`config.mk`:
```
export PLATFORM = sky130hd
export DESIGN_NAME = sram_lane_ctrl
export DESIGN_NICKNAME = d
export VERILOG_FILES = /design/src/rtl/sram_lane_pkg.sv /design/src/rtl/sram_lane_timer.sv /design/src/rtl/sram_lane_seq.sv /design/src/rtl/sram_lane_path.sv /design/src/rtl/sram_lane_ctrl.sv
export SDC_FILE = /design/constraint.sdc
export NUM_CORES = 1
export LEC_CHECK = 0
export BUFFER_PORTS_ARGS = -buffer_cell sky130_fd_sc_hd__buf_2
export CORE_MARGIN = 1
export CORE_UTILIZATION = 30
export CTS_BUF_LIST = sky130_fd_sc_hd__clkbuf_16
export CTS_CLUSTER_SIZE = 8
export DETAILED_ROUTE_END_ITERATION = 10
export PLACE_DENSITY_LB_ADDON = 0.05
export SLEW_MARGIN = 20
export SYNTH_ARGS = -nofsm -noshare
export SYNTH_HDL_FRONTEND = slang
export SYNTH_SLANG_ARGS = --single-unit
export TNS_END_PERCENT = 50
```
`constraint.sdc`:
```
create_clock -name clk -period 3.1 [get_ports clk]
set_clock_uncertainty 0.05 [all_clocks]
set_input_delay 0.465 -clock clk [delete_from_list [all_inputs] [get_ports clk]]
set_output_delay 0.465 -clock clk [all_outputs]
set_load 0.02 [all_outputs]
```
`src/rtl/sram_lane_pkg.sv`:
```
package sram_lane_pkg;

   typedef enum logic [1:0] {
      SEQ_IDLE   = 2'd0,
      SEQ_READ   = 2'd1,
      SEQ_WSETUP = 2'd2,
      SEQ_WPULSE = 2'd3
   } seq_state_e;

   function automatic int unsigned max_u(input int unsigned a, input int unsigned b);
      return (a > b) ? a : b;
   endfunction

endpackage

```
`src/rtl/sram_lane_timer.sv`:
```
module sram_lane_timer #(
   parameter int unsigned LIMIT = 8,
   parameter int unsigned CNT_W = 4
) (
   input  logic             clk,
   input  logic             rst_n,
   input  logic             restart,
   output logic [CNT_W-1:0] elapsed
);
   localparam logic [CNT_W-1:0] LIM = CNT_W'(LIMIT);
   localparam logic [CNT_W-1:0] ONE = CNT_W'(1);

   if (LIMIT >= (1 << CNT_W)) begin : g_bad_width
      $error("timer width too small for limit");
   end

   always_ff @(posedge clk or negedge rst_n) begin
      if (!rst_n)
         elapsed <= LIM;
      else if (restart)
         elapsed <= ONE;
      else if (elapsed < LIM)
         elapsed <= elapsed + ONE;
   end


   timer_bound_chk: assert property (@(posedge clk) disable iff (!rst_n)
      elapsed <= LIM);


   timer_restart_chk: assert property (@(posedge clk) disable iff (!rst_n)
      restart |=> elapsed == ONE);

endmodule

```
`src/rtl/sram_lane_seq.sv`:
```
module sram_lane_seq
   import sram_lane_pkg::*;
#(
   parameter int unsigned T_RD  = 6,
   parameter int unsigned T_WP  = 5,
   parameter int unsigned T_DS  = 3,
   parameter int unsigned T_CYC = 6,
   parameter int unsigned CNT_W = 4
) (
   input  logic             clk,
   input  logic             rst_n,
   input  logic             req_valid,
   input  logic             req_write,
   input  logic [CNT_W-1:0] elapsed,
   output logic             ready,
   output logic             accept,
   output logic             sample,
   output logic             finish,
   output logic             ce_n,
   output logic             we_n,
   output logic             oe_n,
   output logic             dq_oe
);
   localparam int unsigned W_LOW = max_u(T_WP, T_DS + 1);
   localparam logic [CNT_W-1:0] RD_AT   = CNT_W'(T_RD);
   localparam logic [CNT_W-1:0] WEND_AT = CNT_W'(W_LOW + 1);
   localparam logic [CNT_W-1:0] CYC_AT  = CNT_W'(T_CYC);
   localparam logic [CNT_W-1:0] ONE     = CNT_W'(1);

   seq_state_e state;
   logic       wr_end;
   logic [CNT_W-1:0] wl_cnt;

   always_comb begin
      ready  = (state == SEQ_IDLE) && (elapsed >= CYC_AT);
      accept = req_valid && ready;
      sample = (state == SEQ_READ) && (elapsed == RD_AT);
      wr_end = (state == SEQ_WPULSE) && (elapsed == WEND_AT);
      finish = sample || wr_end;
   end

   always_ff @(posedge clk or negedge rst_n) begin
      if (!rst_n) begin
         state <= SEQ_IDLE;
         ce_n  <= 1'b1;
         we_n  <= 1'b1;
         oe_n  <= 1'b1;
         dq_oe <= 1'b0;
      end else begin
         unique case (state)
            SEQ_IDLE: begin
               if (accept) begin
                  ce_n <= 1'b0;
                  if (req_write) begin
                     state <= SEQ_WSETUP;
                  end else begin
                     oe_n  <= 1'b0;
                     state <= SEQ_READ;
                  end
               end
            end
            SEQ_READ: begin
               if (sample) begin
                  ce_n  <= 1'b1;
                  oe_n  <= 1'b1;
                  state <= SEQ_IDLE;
               end
            end
            SEQ_WSETUP: begin
               we_n  <= 1'b0;
               state <= SEQ_WPULSE;
            end
            SEQ_WPULSE: begin
               if (wr_end) begin
                  we_n  <= 1'b1;
                  dq_oe <= 1'b0;
                  ce_n  <= 1'b1;
                  state <= SEQ_IDLE;
               end else begin
                  dq_oe <= 1'b1;
               end
            end
            default: state <= SEQ_IDLE;
         endcase
      end
   end

   // low-width counter kept only for the pulse-width property
   always_ff @(posedge clk or negedge rst_n) begin
      if (!rst_n)
         wl_cnt <= '0;
      else if (we_n)
         wl_cnt <= '0;
      else if (wl_cnt != '1)
         wl_cnt <= wl_cnt + ONE;
   end


   we_width_chk: assert property (@(posedge clk) disable iff (!rst_n)
      $rose(we_n) |-> (wl_cnt == CNT_W'(W_LOW)) && (wl_cnt >= CNT_W'(T_WP)));


   oe_in_write_chk: assert property (@(posedge clk) disable iff (!rst_n)
      !we_n |-> oe_n);


   drive_window_chk: assert property (@(posedge clk) disable iff (!rst_n)
      dq_oe |-> !we_n);


   drive_release_chk: assert property (@(posedge clk) disable iff (!rst_n)
      $rose(we_n) |-> !dq_oe);


   busy_ready_chk: assert property (@(posedge clk) disable iff (!rst_n)
      !ce_n |-> !ready);

endmodule

```
`src/rtl/sram_lane_path.sv`:
```
module sram_lane_path #(
   parameter int unsigned ADDR_W = 16,
   parameter int unsigned DATA_W = 16,
   parameter int unsigned LANES  = 2
) (
   input  logic              clk,
   input  logic              rst_n,
   input  logic              accept,
   input  logic              finish,
   input  logic              sample,
   input  logic [ADDR_W-1:0] req_addr,
   input  logic [DATA_W-1:0] req_wdata,
   input  logic [LANES-1:0]  req_be,
   input  logic [DATA_W-1:0] mem_dq_in,
   output logic [ADDR_W-1:0] mem_addr,
   output logic [LANES-1:0]  mem_bs_n,
   output logic [DATA_W-1:0] mem_dq_out,
   output logic              rd_valid,
   output logic [DATA_W-1:0] rd_data
);
   localparam int unsigned LANE_W = DATA_W / LANES;

   logic [LANES-1:0] be_q;

   always_ff @(posedge clk or negedge rst_n) begin
      if (!rst_n) begin
         mem_addr   <= '0;
         mem_dq_out <= '0;
         be_q       <= '0;
         rd_valid   <= 1'b0;
      end else begin
         rd_valid <= sample;
         if (accept) begin
            mem_addr   <= req_addr;
            mem_dq_out <= req_wdata;
            be_q       <= req_be;
         end
      end
   end

   for (genvar i = 0; i < LANES; i++) begin : g_lane
      logic              sel_n_q;
      logic [LANE_W-1:0] rd_q;

      always_ff @(posedge clk or negedge rst_n) begin
         if (!rst_n)
            sel_n_q <= 1'b1;
         else if (accept)
            sel_n_q <= ~req_be[i];
         else if (finish)
            sel_n_q <= 1'b1;
      end

      always_ff @(posedge clk or negedge rst_n) begin
         if (!rst_n)
            rd_q <= '0;
         else if (sample)
            rd_q <= be_q[i] ? mem_dq_in[i*LANE_W +: LANE_W] : '0;
      end

      assign mem_bs_n[i]               = sel_n_q;
      assign rd_data[i*LANE_W +: LANE_W] = rd_q;
   end


   rd_pulse_chk: assert property (@(posedge clk) disable iff (!rst_n)
      rd_valid |=> !rd_valid);


   lane_quiet_chk: assert property (@(posedge clk) disable iff (!rst_n)
      (be_q == '0) && !accept |-> &mem_bs_n);

endmodule

```
`src/rtl/sram_lane_ctrl.sv`:
```
module sram_lane_ctrl
   import sram_lane_pkg::*;
#(
   parameter int unsigned ADDR_W = 16,
   parameter int unsigned DATA_W = 16,
   parameter int unsigned T_RD   = 6,
   parameter int unsigned T_WP   = 5,
   parameter int unsigned T_DS   = 3,
   parameter int unsigned T_CYC  = 6
) (
   input  logic                   clk,
   input  logic                   rst_n,
   input  logic                   req_valid,
   input  logic                   req_write,
   input  logic [ADDR_W-1:0]      req_addr,
   input  logic [DATA_W-1:0]      req_wdata,
   input  logic [DATA_W/8-1:0]    req_be,
   output logic                   req_ready,
   output logic                   rd_valid,
   output logic [DATA_W-1:0]      rd_data,
   output logic                   mem_ce_n,
   output logic                   mem_we_n,
   output logic                   mem_oe_n,
   output logic [DATA_W/8-1:0]    mem_bs_n,
   output logic [ADDR_W-1:0]      mem_addr,
   output logic [DATA_W-1:0]      mem_dq_out,
   input  logic [DATA_W-1:0]      mem_dq_in,
   output logic                   mem_dq_oe
);
   localparam int unsigned LANES = DATA_W / 8;
   localparam int unsigned W_LOW = max_u(T_WP, T_DS + 1);
   localparam int unsigned SAT   = max_u(T_CYC, max_u(T_RD, W_LOW + 1));
   localparam int unsigned CNT_W = $clog2(SAT + 1);

   if ((DATA_W % 8) != 0 || DATA_W == 0) begin : g_bad_data
      $error("data width must be a whole number of bytes");
   end
   if (ADDR_W < 1) begin : g_bad_addr
      $error("address width must be positive");
   end
   if (T_RD < 1 || T_WP < 1 || T_DS < 1 || T_CYC < 1) begin : g_bad_timing
      $error("every timing count must be at least one cycle");
   end

   logic             accept;
   logic             sample;
   logic             finish;
   logic [CNT_W-1:0] elapsed;

   sram_lane_timer #(
      .LIMIT (SAT),
      .CNT_W (CNT_W)
   ) u_timer (
      .clk     (clk),
      .rst_n   (rst_n),
      .restart (accept),
      .elapsed (elapsed)
   );

   sram_lane_seq #(
      .T_RD  (T_RD),
      .T_WP  (T_WP),
      .T_DS  (T_DS),
      .T_CYC (T_CYC),
      .CNT_W (CNT_W)
   ) u_seq (
      .clk       (clk),
      .rst_n     (rst_n),
      .req_valid (req_valid),
      .req_write (req_write),
      .elapsed   (elapsed),
      .ready     (req_ready),
      .accept    (accept),
      .sample    (sample),
      .finish    (finish),
      .ce_n      (mem_ce_n),
      .we_n      (mem_we_n),
      .oe_n      (mem_oe_n),
      .dq_oe     (mem_dq_oe)
   );

   sram_lane_path #(
      .ADDR_W (ADDR_W),
      .DATA_W (DATA_W),
      .LANES  (LANES)
   ) u_path (
      .clk        (clk),
      .rst_n      (rst_n),
      .accept     (accept),
      .finish     (finish),
      .sample     (sample),
      .req_addr   (req_addr),
      .req_wdata  (req_wdata),
      .req_be     (req_be),
      .mem_dq_in  (mem_dq_in),
      .mem_addr   (mem_addr),
      .mem_bs_n   (mem_bs_n),
      .mem_dq_out (mem_dq_out),
      .rd_valid   (rd_valid),
      .rd_data    (rd_data)
   );


   addr_move_chk: assert property (@(posedge clk) disable iff (!rst_n)
      !$stable(mem_addr) |-> mem_we_n && $past(mem_we_n));


   idle_bus_chk: assert property (@(posedge clk) disable iff (!rst_n)
      mem_ce_n |-> !mem_dq_oe && (&mem_bs_n) && mem_we_n && mem_oe_n);


   read_ctrl_chk: assert property (@(posedge clk) disable iff (!rst_n)
      !mem_oe_n |-> !mem_ce_n && mem_we_n);


   wdata_hold_chk: assert property (@(posedge clk) disable iff (!rst_n)
      mem_dq_oe && $past(mem_dq_oe) |-> $stable(mem_dq_out));

endmodule

```
==> run_results.csv, run 1 <==
group,metric,value,unit
clock_tree,worstSkewPairLatency,0.33,ns
floorplan,dieArea,8650,um^2
routing,post-route-drc-count,0,
routing,via_count,1791,
timing,max_slew_margin,48.3,%
routing,drt_first_iter_violations,61,
routing,detailedRoute.firstPassIterationCount,4,
layout,num-fill-cells,800,
yosys,ys_async_sr_fraction,100,%
pwr,cell_internal_pwr,0.00144,W
clock_tree,cts.path.max_buffers,2,
pwr,p_comb_share,2.8,%
yosys,netlist-cell-type-count,29,
yosys,yosysSeqAreaShare,62.8,%
timing,period_needed,2.40,ns
pwr,power.density_cell_area,535,nW/um^2
yosys,synth-edff-count,0,
pwr,irDropWorstVdd,0.228,mV
yosys,top_cells_by_area_synth,"sky130_fd_sc_hd__dfrtp_1 55%, sky130_fd_sc_hd__mux2_2 14%, sky130_fd_sc_hd__dfstp_2 7.4%",
floorplan,std_cell_rows,32,
clock_tree,cts_hold_buffers,0,
setup_path,timing.setup.critical_path_class,"flip-flop to output pin",
global_routing,grt_start_max_net_pins,63,
place,port_buffers,109,
pwr,sw_frac_of_total,20.0,%
place,detailed_place_hpwl,3660,um
setup_path,setup.worst_path.start_class,"flip-flop",
hold_path,holdCritStartpoint,"req_be[1]",
setup_path,timing.critical_path.arrival,1.89,ns
layout,final_net_count,359,
timing,maxClockFrequency,416,MHz
hold_path,hold_path_depth,2,
clock_tree,clk_pin_slew_worst_paths,0.05,ns
pwr,switchingPower,0.000362,W
pwr,clkPwrFrac,52.2,%
run_status,run_status,"complete, no violations",
hold_path,min_path_type,"input pin to flip-flop",
yosys,post_syn_instances,194,
clock_tree,cts_inserted_buffers,9,
yosys,ys_dominant_reg_cell,"sky130_fd_sc_hd__dfrtp_1",
timing,timing.setup.tns,0,ns
hold_path,hold_end,"u_path.g_lane[1].sel_n_q",
routing,vias_per_cell,4.37,
yosys,ff_latch_count_synth,62,
clock_tree,cts_resized,0,
setup_path,crit_required,2.58,ns
timing,hold_viol,0,
global_routing,first_global_vias,1688,
routing,finalWirelength,5390,um
yosys,synth.cell_area,2480,um^2
setup_path,worst-r2r-setup-slack,0.80,ns
place,final_estimated_routing_congestion_in_global_placement,0.722,
routing,detail-route-antenna-nets,0,
yosys,yosys.cell_count.top_type,"sky130_fd_sc_hd__dfrtp_1",
setup_path,critPathCaptureType,"output pin",
yosys,synth.top_cell.area_share,55.4,%
yosys,syn-mean-instance-area,12.8,um^2
clock_tree,cts_tree,"yes",
clock_tree,postCtsSetupRepairBufs,0,
layout,final_cells,410,
layout,area_delta_synth_final,35.8,%
global_routing,grt_use_total,13.2,%
setup_path,crit_fanout,7,
clock_tree,ctsHtreeMaxLevel,3,
setup_path,timing.rr.end,"u_path.mem_dq_out[14]",
place,placedCellCount,394,
global_routing,globalRoute.totalOverflow,0,
global_routing,grt_first_pass_wirelength,8580,um
clock_tree,cts_root_buf,"sky130_fd_sc_hd__clkbuf_16",
timing,rsz0062_at_grt,"no",
flow_run,cap_viol_max_count,0,
layout,insertedDiodeCount,0,
place,dp_worst_setup_slack,0.823,ns
routing,routedWlPerCell,13.1,um
floorplan,die_height,93.0,um
floorplan,die_width,93.0,um
timing,maxSlewViolCount,0,
floorplan,io_pins,110,
yosys,ys_warn_count,0,
pwr,cellLeakagePower,1.80,nW
timing,timing.final.setup_violations,0,
timing,tightest_slew,0.776,ns
setup_path,timing.reg2reg.worst_path_depth,5,
floorplan,initial_utilization,31.5,%
timing,layout_setup_ws,0.698,ns
clock_tree,clock-sinks,62,
global_routing,antenna_found_initial,0,
pwr,seq_power_share,44.9,%
floorplan,floorplan.core_area,7890,um^2
yosys,syn_nets,250,
yosys,post_synth_most_frequent_cells,"55 x sky130_fd_sc_hd__dfrtp_1, 37 x sky130_fd_sc_hd__nand2_1, 30 x sky130_fd_sc_hd__mux2_2, 18 x sky130_fd_sc_hd__o21ai_0, 7 x sky130_fd_sc_hd__dfstp_2",
yosys,yosysTopAreaCell,"sky130_fd_sc_hd__dfrtp_1",
timing,layout_worst_path_cycle_share,77.5,%
layout,final_layout_size_suffix_gt1_share,53.2,%
setup_path,critical_path.reg2reg.startpoint,"u_timer.elapsed[1]",
## cell families after synthesis
group / after synthesis / share of synthesized area (%)
simple gates: 47 / 8.21
compound gates: 30 / 7.60
mux: 34 / 15.4
flops: 62 / 62.8
xor+xnor: 1 / 0.353
buf+inv: 18 / 4.63
fa+ha+maj: 2 / 1.01
## worst max-delay path, stage by stage, from the launching register on
cell and delay [ns]:
sky130_fd_sc_hd__dfstp_2 0.60, sky130_fd_sc_hd__ha_1 0.36, sky130_fd_sc_hd__nor2_1 0.07, sky130_fd_sc_hd__nor4b_1 0.29, sky130_fd_sc_hd__buf_2 0.23
## state kept, by name (all words and copies together), names as in the netlist
name                   flops
u_path.g_lane.sel_n_q      2
u_path.g_lane.rd_q        16
u_path.rd_valid            1
u_seq.dq_oe                1
u_seq.we_n                 1
u_path.mem_dq_out         16
u_seq.ce_n                 1
u_timer.elapsed            3
u_path.be_q                2
u_seq.oe_n                 1
u_path.mem_addr           16
u_seq.state                2
## metrics by stage
stage	util [%]	area [um^2]	hold slack [ns]	power, W
final	42.8	3370	0.229	0.00181
after floorplan	-	2480	0.119	0.000827
after CTS	42.8	3370	0.223	0.00184
after detailed placement	39.2	3090	0.406	0.000877
after global placement	39.2	3090	0.410	0.000878
after global routing	42.8	3370	0.231	0.00188
## worst max path at each step
stage	slack (ns)	start	depth (start not counted)	to
CTS	0.68	u_timer.elapsed[1]	4	req_ready
global route	0.60	u_timer.elapsed[1]	4	req_ready
detailed placement	0.82	u_timer.elapsed[1]	5	u_path.mem_dq_out[14]
global placement	0.88	u_timer.elapsed[1]	5	u_path.mem_addr[1]
finish	0.70	u_timer.elapsed[1]	4	req_ready
floorplan	0.91	u_timer.elapsed[1]	3	req_ready
## layout by cell type, fill, tap and decap left out, drive strengths merged
| cell type | n |
|---|---|
| nor3 | 2 |
| a2bb2oi | 2 |
| nor4b | 1 |
| o31ai | 1 |
| nand3 | 1 |
| o211ai | 1 |
| nand2 | 37 |
| xnor2 | 1 |
| buf | 112 |
| inv | 5 |
| ha | 2 |
| a31oi | 1 |
| bufinv | 1 |
| o31a | 1 |
| nand2b | 1 |
| nor2 | 4 |
| mux2 | 34 |
| clkinv | 5 |
| clkbuf | 9 |
| o21ai | 18 |
| dfstp | 7 |
| nand4b | 1 |
| a21oi | 4 |
| dfrtp | 55 |
| a41oi | 1 |
| o41ai | 1 |
## power by group through the flow
stage                     clock network (W)  registers (W)   logic (W)
after floorplan                           0       0.000824  0.00000264
after global placement                    0       0.000824   0.0000538
after detailed placement                  0       0.000824   0.0000533
after CTS                          0.000972       0.000810   0.0000536
after global routing                0.00101       0.000810   0.0000586
final                              0.000943       0.000811   0.0000514
## layer usage
layer / track usage, % / up-vias / share of wire [%]
met5: 0 / - / 0
met2: 19.7 / 61 / 47
met1: 17.5 / 843 / 46
met4: 5.77 / 0 / 0.52
li1: - / 882 / -
met3: 4.15 / 5 / 6.3
## area by class of cell
class | instances | area (um^2) | area share (%)
Sequential cell | 62 | 1560 | 46.2
Multi-Input combinational cell | 114 | 810 | 24.0
Timing Repair Buffer | 112 | 581 | 17.2
Clock buffer | 9 | 225 | 6.67
Tap cell | 102 | 128 | 3.78
Clock inverter | 7 | 56.3 | 1.67
Inverter | 4 | 15.0 | 0.445
Power figures use the tool's default switching activity.
==> run 2, diff against run 1 <==
Settings changed: ABC_AREA set to 1.
Clock period 3.1 ns to 2.1 ns, I/O delays scaled along.
==> run 2 against run 1 <==
Compared with the run above: worst setup slack worse by 0.59 ns; final area is 3.0% higher; worst hold slack worse by 0.091 ns; sequential share of layout area is 1.4 points lower; count of clock-buffer cells in the layout stayed put; area after synthesis is 0.91% higher; synthesized cell count is 42% higher; largest power group is now combinational logic; highest routed layer unchanged.
==> run_results.csv, run 2 <==
group,metric,value,unit
layout,final_net_count,445,
layout,area_delta_synth_final,38.7,%
timing,layout_worst_path_cycle_share,94.7,%
floorplan,die_width,93.4,um
clock_tree,ctsHtreeMaxLevel,3,
yosys,post_syn_instances,275,
routing,via_count,2095,
routing,finalWirelength,5910,um
timing,timing.final.setup_violations,0,
setup_path,cpLargestDelayFamily,"flip-flops",
yosys,syn-mean-instance-area,9.12,um^2
routing,routed_length_on_met3,406,um
pwr,irDropWorstVdd,0.549,mV
setup_path,cp.depth,5,
yosys,ff_latch_count_synth,62,
yosys,ys_dominant_reg_cell,"sky130_fd_sc_hd__dfrtp_1",
clock_tree,clock-sinks,62,
yosys,synth.cell_area,2510,um^2
routing,wl_met1,2710,um
clock_tree,cts_inserted_buffers,9,
setup_path,worstSetupStartpoint,"u_timer.elapsed[1]",
layout,mostFrequentLayoutCells,"153 x sky130_fd_sc_hd__nand2_1, 109 x sky130_fd_sc_hd__buf_2, 55 x sky130_fd_sc_hd__dfrtp_1",
layout,reg_top3,"u_path.g_lane.rd_q x16, u_path.mem_addr x16, u_path.mem_dq_out x16",
floorplan,io_pins,110,
layout,layout_commonest_cell,"sky130_fd_sc_hd__nand2_1",
clock_tree,cts.path.max_buffers,2,
routing,detail-route-antenna-nets,0,
layout,final_layout_size_suffix_gt1_share,36.0,%
clock_tree,worstSkewPairLatency,0.31,ns
clock_tree,clk_pin_slew_worst_paths,0.05,ns
setup_path,setup.worst_path.end,"req_ready",
yosys,synth.top_cell.area_share,54.9,%
floorplan,die_height,93.4,um
yosys,netlist-cell-type-count,21,
pwr,power.density_cell_area,1720,nW/um^2
run_status,run_status,"complete, no violations",
global_routing,globalRoute.totalOverflow,0,
layout,num-fill-cells,820,
setup_path,setup.worst_path.start_class,"flip-flop",
global_routing,first_global_vias,2105,
place,final_estimated_routing_congestion_in_global_placement,0.746,
setup_path,critPathCaptureType,"output pin",
setup_path,critical_path.reg2reg.startpoint,"u_timer.elapsed[1]",
yosys,synth-edff-count,0,
setup_path,cpMaxStageDelayCell,"sky130_fd_sc_hd__dfstp_2",
yosys,yosys.cell_count.top_type,"sky130_fd_sc_hd__nand2_1",
timing,period_needed,1.99,ns
setup_path,worstPathBufferInverterCount,1,
yosys,yosysSeqAreaShare,62.2,%
routing,vias_per_cell,4.22,
layout,insertedDiodeCount,0,
setup_path,crit_path_frequent_cell,"sky130_fd_sc_hd__nand2_1",
global_routing,grt_first_pass_wirelength,9850,um
yosys,syn_nets,331,
layout,ff_latch_area,1560,um^2
setup_path,worst-r2r-setup-slack,0.37,ns
setup_path,crit_path_cells,"ha_1 > nand2_1 > nand2_1 > and2_1 > buf_2",
layout,post-route-util,44.1,%
place,detailed_place_hpwl,4120,um
timing,tightest_slew,0.340,ns
timing,rsz0062_at_grt,"no",
layout,multi_input_comb_area,812,um^2
setup_path,crit_required,1.74,ns
timing,maxClockFrequency,503,MHz
yosys,top_cells_by_area_synth,"sky130_fd_sc_hd__dfrtp_1 55%, sky130_fd_sc_hd__nand2_1 23%, sky130_fd_sc_hd__dfstp_2 7.3%",
yosys,ys_warn_count,0,
clock_tree,cts_root_buf,"sky130_fd_sc_hd__clkbuf_16",
floorplan,floorplan.core_area,7890,um^2
routing,highest_routed_metal_layer,"met4",
setup_path,timing.critical_path.arrival,1.62,ns
setup_path,timing.reg2reg.worst_path_depth,8,
global_routing,antenna_found_initial,0,
yosys,post_synth_most_frequent_cells,"153 x sky130_fd_sc_hd__nand2_1, 55 x sky130_fd_sc_hd__dfrtp_1, 21 x sky130_fd_sc_hd__nand3_1, 7 x sky130_fd_sc_hd__dfstp_2",
hold_path,min_path_type,"input pin to flip-flop",
pwr,totalPowerFinal,0.00598,W
routing,met2_wirelength,2730,um
routing,detailedRoute.firstPassIterationCount,4,
timing,timing.setup.tns,0,ns
clock_tree,cts_tree,"yes",
global_routing,grt_start_max_net_pins,63,
routing,drt_first_iter_violations,106,
setup_path,timing.rr.end,"u_path.g_lane[0].rd_q[6]",
pwr,cellLeakagePower,2.03,nW
timing,hold_viol,0,
floorplan,initial_utilization,31.8,%
routing,post-route-drc-count,0,
place,port_buffers,109,
timing,hold_slack,0.138,ns
layout,final_cells,496,
floorplan,dieArea,8730,um^2
flow_run,cap_viol_max_count,0,
setup_path,timing.setup.critical_path_class,"flip-flop to output pin",
timing,max_slew_margin,77.3,%
place,placedCellCount,479,
yosys,ys_async_sr_fraction,100,%
timing,maxSlewViolCount,0,
yosys,yosysTopAreaCell,"sky130_fd_sc_hd__dfrtp_1",
routing,routedWlPerCell,11.9,um
global_routing,grt_use_total,14.9,%
floorplan,std_cell_rows,32,
setup_path,timing.critical_path.slowest_cell_delay,0.56,ns
setup_path,crit_fanout,5,
-- run 2: routing by layer --
metal,up-vias,track usage [%]
met5,-,0
met4,0,8.08
met3,4,3.98
met2,73,23.5
met1,934,18.6
li1,1084,-
-- run 2: how the worst min path moves through the flow --
stage | from | end | slack [ns] | depth (start not counted)
6_report | req_wdata[0] | u_path.mem_dq_out[0] | 0.14 | 3
3_3_place_gp | rst_n | u_path.g_lane[0].rd_q[1] | 0.31 | 2
3_5_place_dp | rst_n | u_path.g_lane[0].rd_q[1] | 0.30 | 2
4_1_cts | req_addr[15] | u_path.mem_addr[15] | 0.13 | 3
2_1_floorplan | rst_n | u_path.be_q[0] | -0.03 | 0
5_1_grt | req_addr[8] | u_path.mem_addr[8] | 0.14 | 3
-- run 2: kinds of logic after synthesis --
kind of cell,after synthesis,synth area share [%]
compound gates,6,1.30
fa+ha+maj,2,0.998
buf+inv,22,5.39
flops,62,62.2
simple gates,183,30.1
-- run 2: what timing repair did --
item,in CTS,in global routing
setup buffers,0,0
hold buffers,1,0
endpoints found under the hold margin,55,0
resized for setup,0,0
-- run 2: area by class of cell --
type	count	share of cell area, %
clock buffers	9	6.48
clock inverters	7	3.02
inverters	9	0.972
multi-input cells	191	23.4
flip-flops and latches	62	44.9
well taps	102	3.67
repair buffers	116	17.6
-- run 2: report_power, final --
group          switching (W)  internal, W
sequential          0.000341      0.00178
clock               0.000491      0.00114
combinational        0.00147     0.000762
total                0.00230      0.00368
-- run 2: worst min-delay path, cell delays in order --
cell	delay (ns)
sky130_fd_sc_hd__buf_2	0.07
sky130_fd_sc_hd__nand2_1	0.04
sky130_fd_sc_hd__nand2_1	0.04
-- run 2: through the flow --
step                setup WS (ns)  cell area, um^2
global route               0.0214             3480
floorplan                   0.553             2510
CTS                        0.0865             3480
global placement            0.400             3140
detailed placement          0.362             3140
finish                      0.112             3480
==> run 3, diff against run 2 <==
Settings changed: PLACE_DENSITY set to 0.66, PLACE_DENSITY_LB_ADDON 0.05 to unset.
==> run 3 against run 2 <==
Compared with the run above: routed wire length is 5.6% lower; global-route usage is 0.98 points lower; the flow now finishes with violations (hold timing); flip-flop and latch count stayed put; largest cell class unchanged; non-clock buffer count is 1 lower; combinational power hardly changed; critical path depth stayed put; clock power is 25% lower.
==> run_results.csv, run 3 (synthesis gave the netlist of run 2 again) <==
group,metric,value,unit
layout,final_layout_size_suffix_gt1_share,35.6,%
timing,layout_setup_ws,0.134,ns
pwr,power.density_cell_area,1640,nW/um^2
routing,finalWirelength,5580,um
layout,reg_top3,"u_path.g_lane.rd_q x16, u_path.mem_addr x16, u_path.mem_dq_out x16",
flow_run,cap_viol_max_count,0,
timing,rsz0062_at_grt,"no",
setup_path,worst-r2r-setup-slack,0.37,ns
global_routing,grt_first_pass_wirelength,9290,um
setup_path,timing.rr.end,"u_path.mem_addr[7]",
layout,insertedDiodeCount,0,
setup_path,crit_path_frequent_cell,"sky130_fd_sc_hd__nand2_1",
setup_path,crit_required,1.74,ns
routing,post-route-drc-count,0,
routing,routedWlPerCell,11.3,um
setup_path,worstSetupStartpoint,"u_timer.elapsed[1]",
setup_path,cpMaxStageDelayCell,"sky130_fd_sc_hd__dfstp_2",
layout,area_delta_synth_final,35.7,%
floorplan,io_pins,110,
pwr,cellLeakagePower,2.00,nW
timing,hold_viol,19,
hold_path,min_path_type,"input pin to asynchronous set/reset pin",
timing,timing.setup.tns,0,ns
run_status,violations,"hold timing",
setup_path,crit_fanout,5,
place,final_estimated_routing_congestion_in_global_placement,0.724,
clock_tree,cts_inserted_buffers,9,
global_routing,antenna_found_initial,0,
clock_tree,cts_hold_buffers,0,
timing,hold_slack,-0.0264,ns
timing,maxSlewViolCount,0,
layout,mostFrequentLayoutCells,"153 x sky130_fd_sc_hd__nand2_1, 109 x sky130_fd_sc_hd__buf_2, 55 x sky130_fd_sc_hd__dfrtp_1",
timing,tightest_slew,0.657,ns
setup_path,critPathCaptureType,"output pin",
setup_path,timing.critical_path.arrival,1.60,ns
floorplan,dieArea,8730,um^2
clock_tree,postCtsSetupRepairBufs,0,
routing,drt_first_iter_violations,67,
timing,maxClockFrequency,509,MHz
setup_path,worstPathBufferInverterCount,1,
floorplan,std_cell_rows,32,
layout,final_net_count,444,
run_status,run_status,"complete, but fails checks",
clock_tree,clock-sinks,62,
setup_path,timing.reg2reg.worst_path_depth,7,
routing,detailedRoute.firstPassIterationCount,5,
setup_path,crit_path_cells,"ha_1 > nand2_1 > nand2_1 > and2_1 > buf_2",
setup_path,timing.critical_path.slowest_cell_delay,0.56,ns
clock_tree,worstSkewPairLatency,0.32,ns
floorplan,die_width,93.4,um
routing,detail-route-antenna-nets,0,
setup_path,cp.depth,5,
floorplan,initial_utilization,31.8,%
timing,timing.final.setup_violations,0,
place,dp_worst_setup_slack,0.381,ns
global_routing,grt_start_max_net_pins,33,
clock_tree,cts.path.max_buffers,2,
floorplan,floorplan.core_area,7890,um^2
routing,via_count,2166,
timing,layout_worst_path_cycle_share,93.6,%
setup_path,timing.setup.critical_path_class,"flip-flop to output pin",
clock_tree,cts_tree,"yes",
clock_tree,cts_root_buf,"sky130_fd_sc_hd__clkbuf_16",
global_routing,grt_use_total,13.9,%
setup_path,setup.worst_path.start_class,"flip-flop",
timing,max_slew_margin,56.2,%
layout,layout_commonest_cell,"sky130_fd_sc_hd__nand2_1",
setup_path,setup.worst_path.end,"req_ready",
layout,post-route-cell-area,3400,um^2
setup_path,cpLargestDelayFamily,"flip-flops",
timing,period_needed,1.97,ns
global_routing,globalRoute.totalOverflow,0,
clock_tree,clk_pin_slew_worst_paths,0.05,ns
clock_tree,ctsHtreeMaxLevel,3,
place,detailed_place_hpwl,4070,um
routing,vias_per_cell,4.38,
clock_tree,cts_resized,0,
floorplan,die_height,93.4,um
place,port_buffers,109,
setup_path,critical_path.reg2reg.startpoint,"u_timer.elapsed[1]",
pwr,irDropWorstVdd,0.698,mV
global_routing,first_global_vias,1963,
place,placedInstanceArea,3150,um^2
[run 3: cell types whose count changed in the layout (fill, tap and decap cells not counted)]
cell                            delta
sky130_fd_sc_hd__buf_12            +1
sky130_fd_sc_hd__buf_4             -1
sky130_fd_sc_hd__bufinv_16         -3
sky130_fd_sc_hd__clkinv_2          +1
sky130_fd_sc_hd__dlygate4sd3_1     -1
sky130_fd_sc_hd__inv_1             +2
[run 3: area by class of cell]
type / count / area (um^2)
flip-flops and latches: 62 / 1560
repair buffers: 115 / 616
fillers: 795 / 4490
clock buffers: 9 / 225
well taps: 102 / 128
multi-input cells: 191 / 812
inverters: 9 / 33.8
clock inverters: 7 / 27.5
[run 3: through the flow]
step	total power (W)	hold WS, ns	cells	utilization [%]
2_1_floorplan	0.00366	-0.0306	275	-
3_3_place_gp	0.00434	0.332	479	39.9
3_5_place_dp	0.00440	0.344	479	39.9
4_1_cts	0.00567	0.000640	495	43.1
5_1_grt	0.00603	0.0234	495	43.1
6_report	0.00558	-0.0264	495	43.1
[run 3: routing by layer]
metal  GRT usage [%]  vias to the layer above  wire (um)
li1                -                     1082          -
met1            18.3                      985       2560
met2            20.5                       93       2460
met3            5.20                        6        482
met4            5.77                        0         80
met5               0                        -          0
[run 3: worst min path at each step]
stage / from / end / cells after the start
finish: rst_n / u_path.g_lane[1].rd_q[1] / 1
global route: rst_n / u_path.g_lane[1].rd_q[1] / 1
floorplan: rst_n / u_path.be_q[0] / 0
CTS: rst_n / u_path.g_lane[1].rd_q[1] / 1
global placement: rst_n / u_path.g_lane[1].rd_q[1] / 1
detailed placement: rst_n / u_path.g_lane[1].rd_q[1] / 1
[run 3: worst reg2reg max path: cells and delay by family, from the launching register on]
kind,cells,cell delay [ns]
adders and majority gates,1,0.14
DFF,1,0.56
and+or+nand+nor,5,0.61
buffers and inverters,1,0.28
[run 3: power breakdown]
part	total (W)	switching, W	leakage, nW	internal [W]
Clock	0.00123	0.000460	0.139	0.000767
Sequential	0.00213	0.000349	0.776	0.00178
Combinational	0.00223	0.00146	1.09	0.000769
Total	0.00558	0.00227	2.00	0.00331
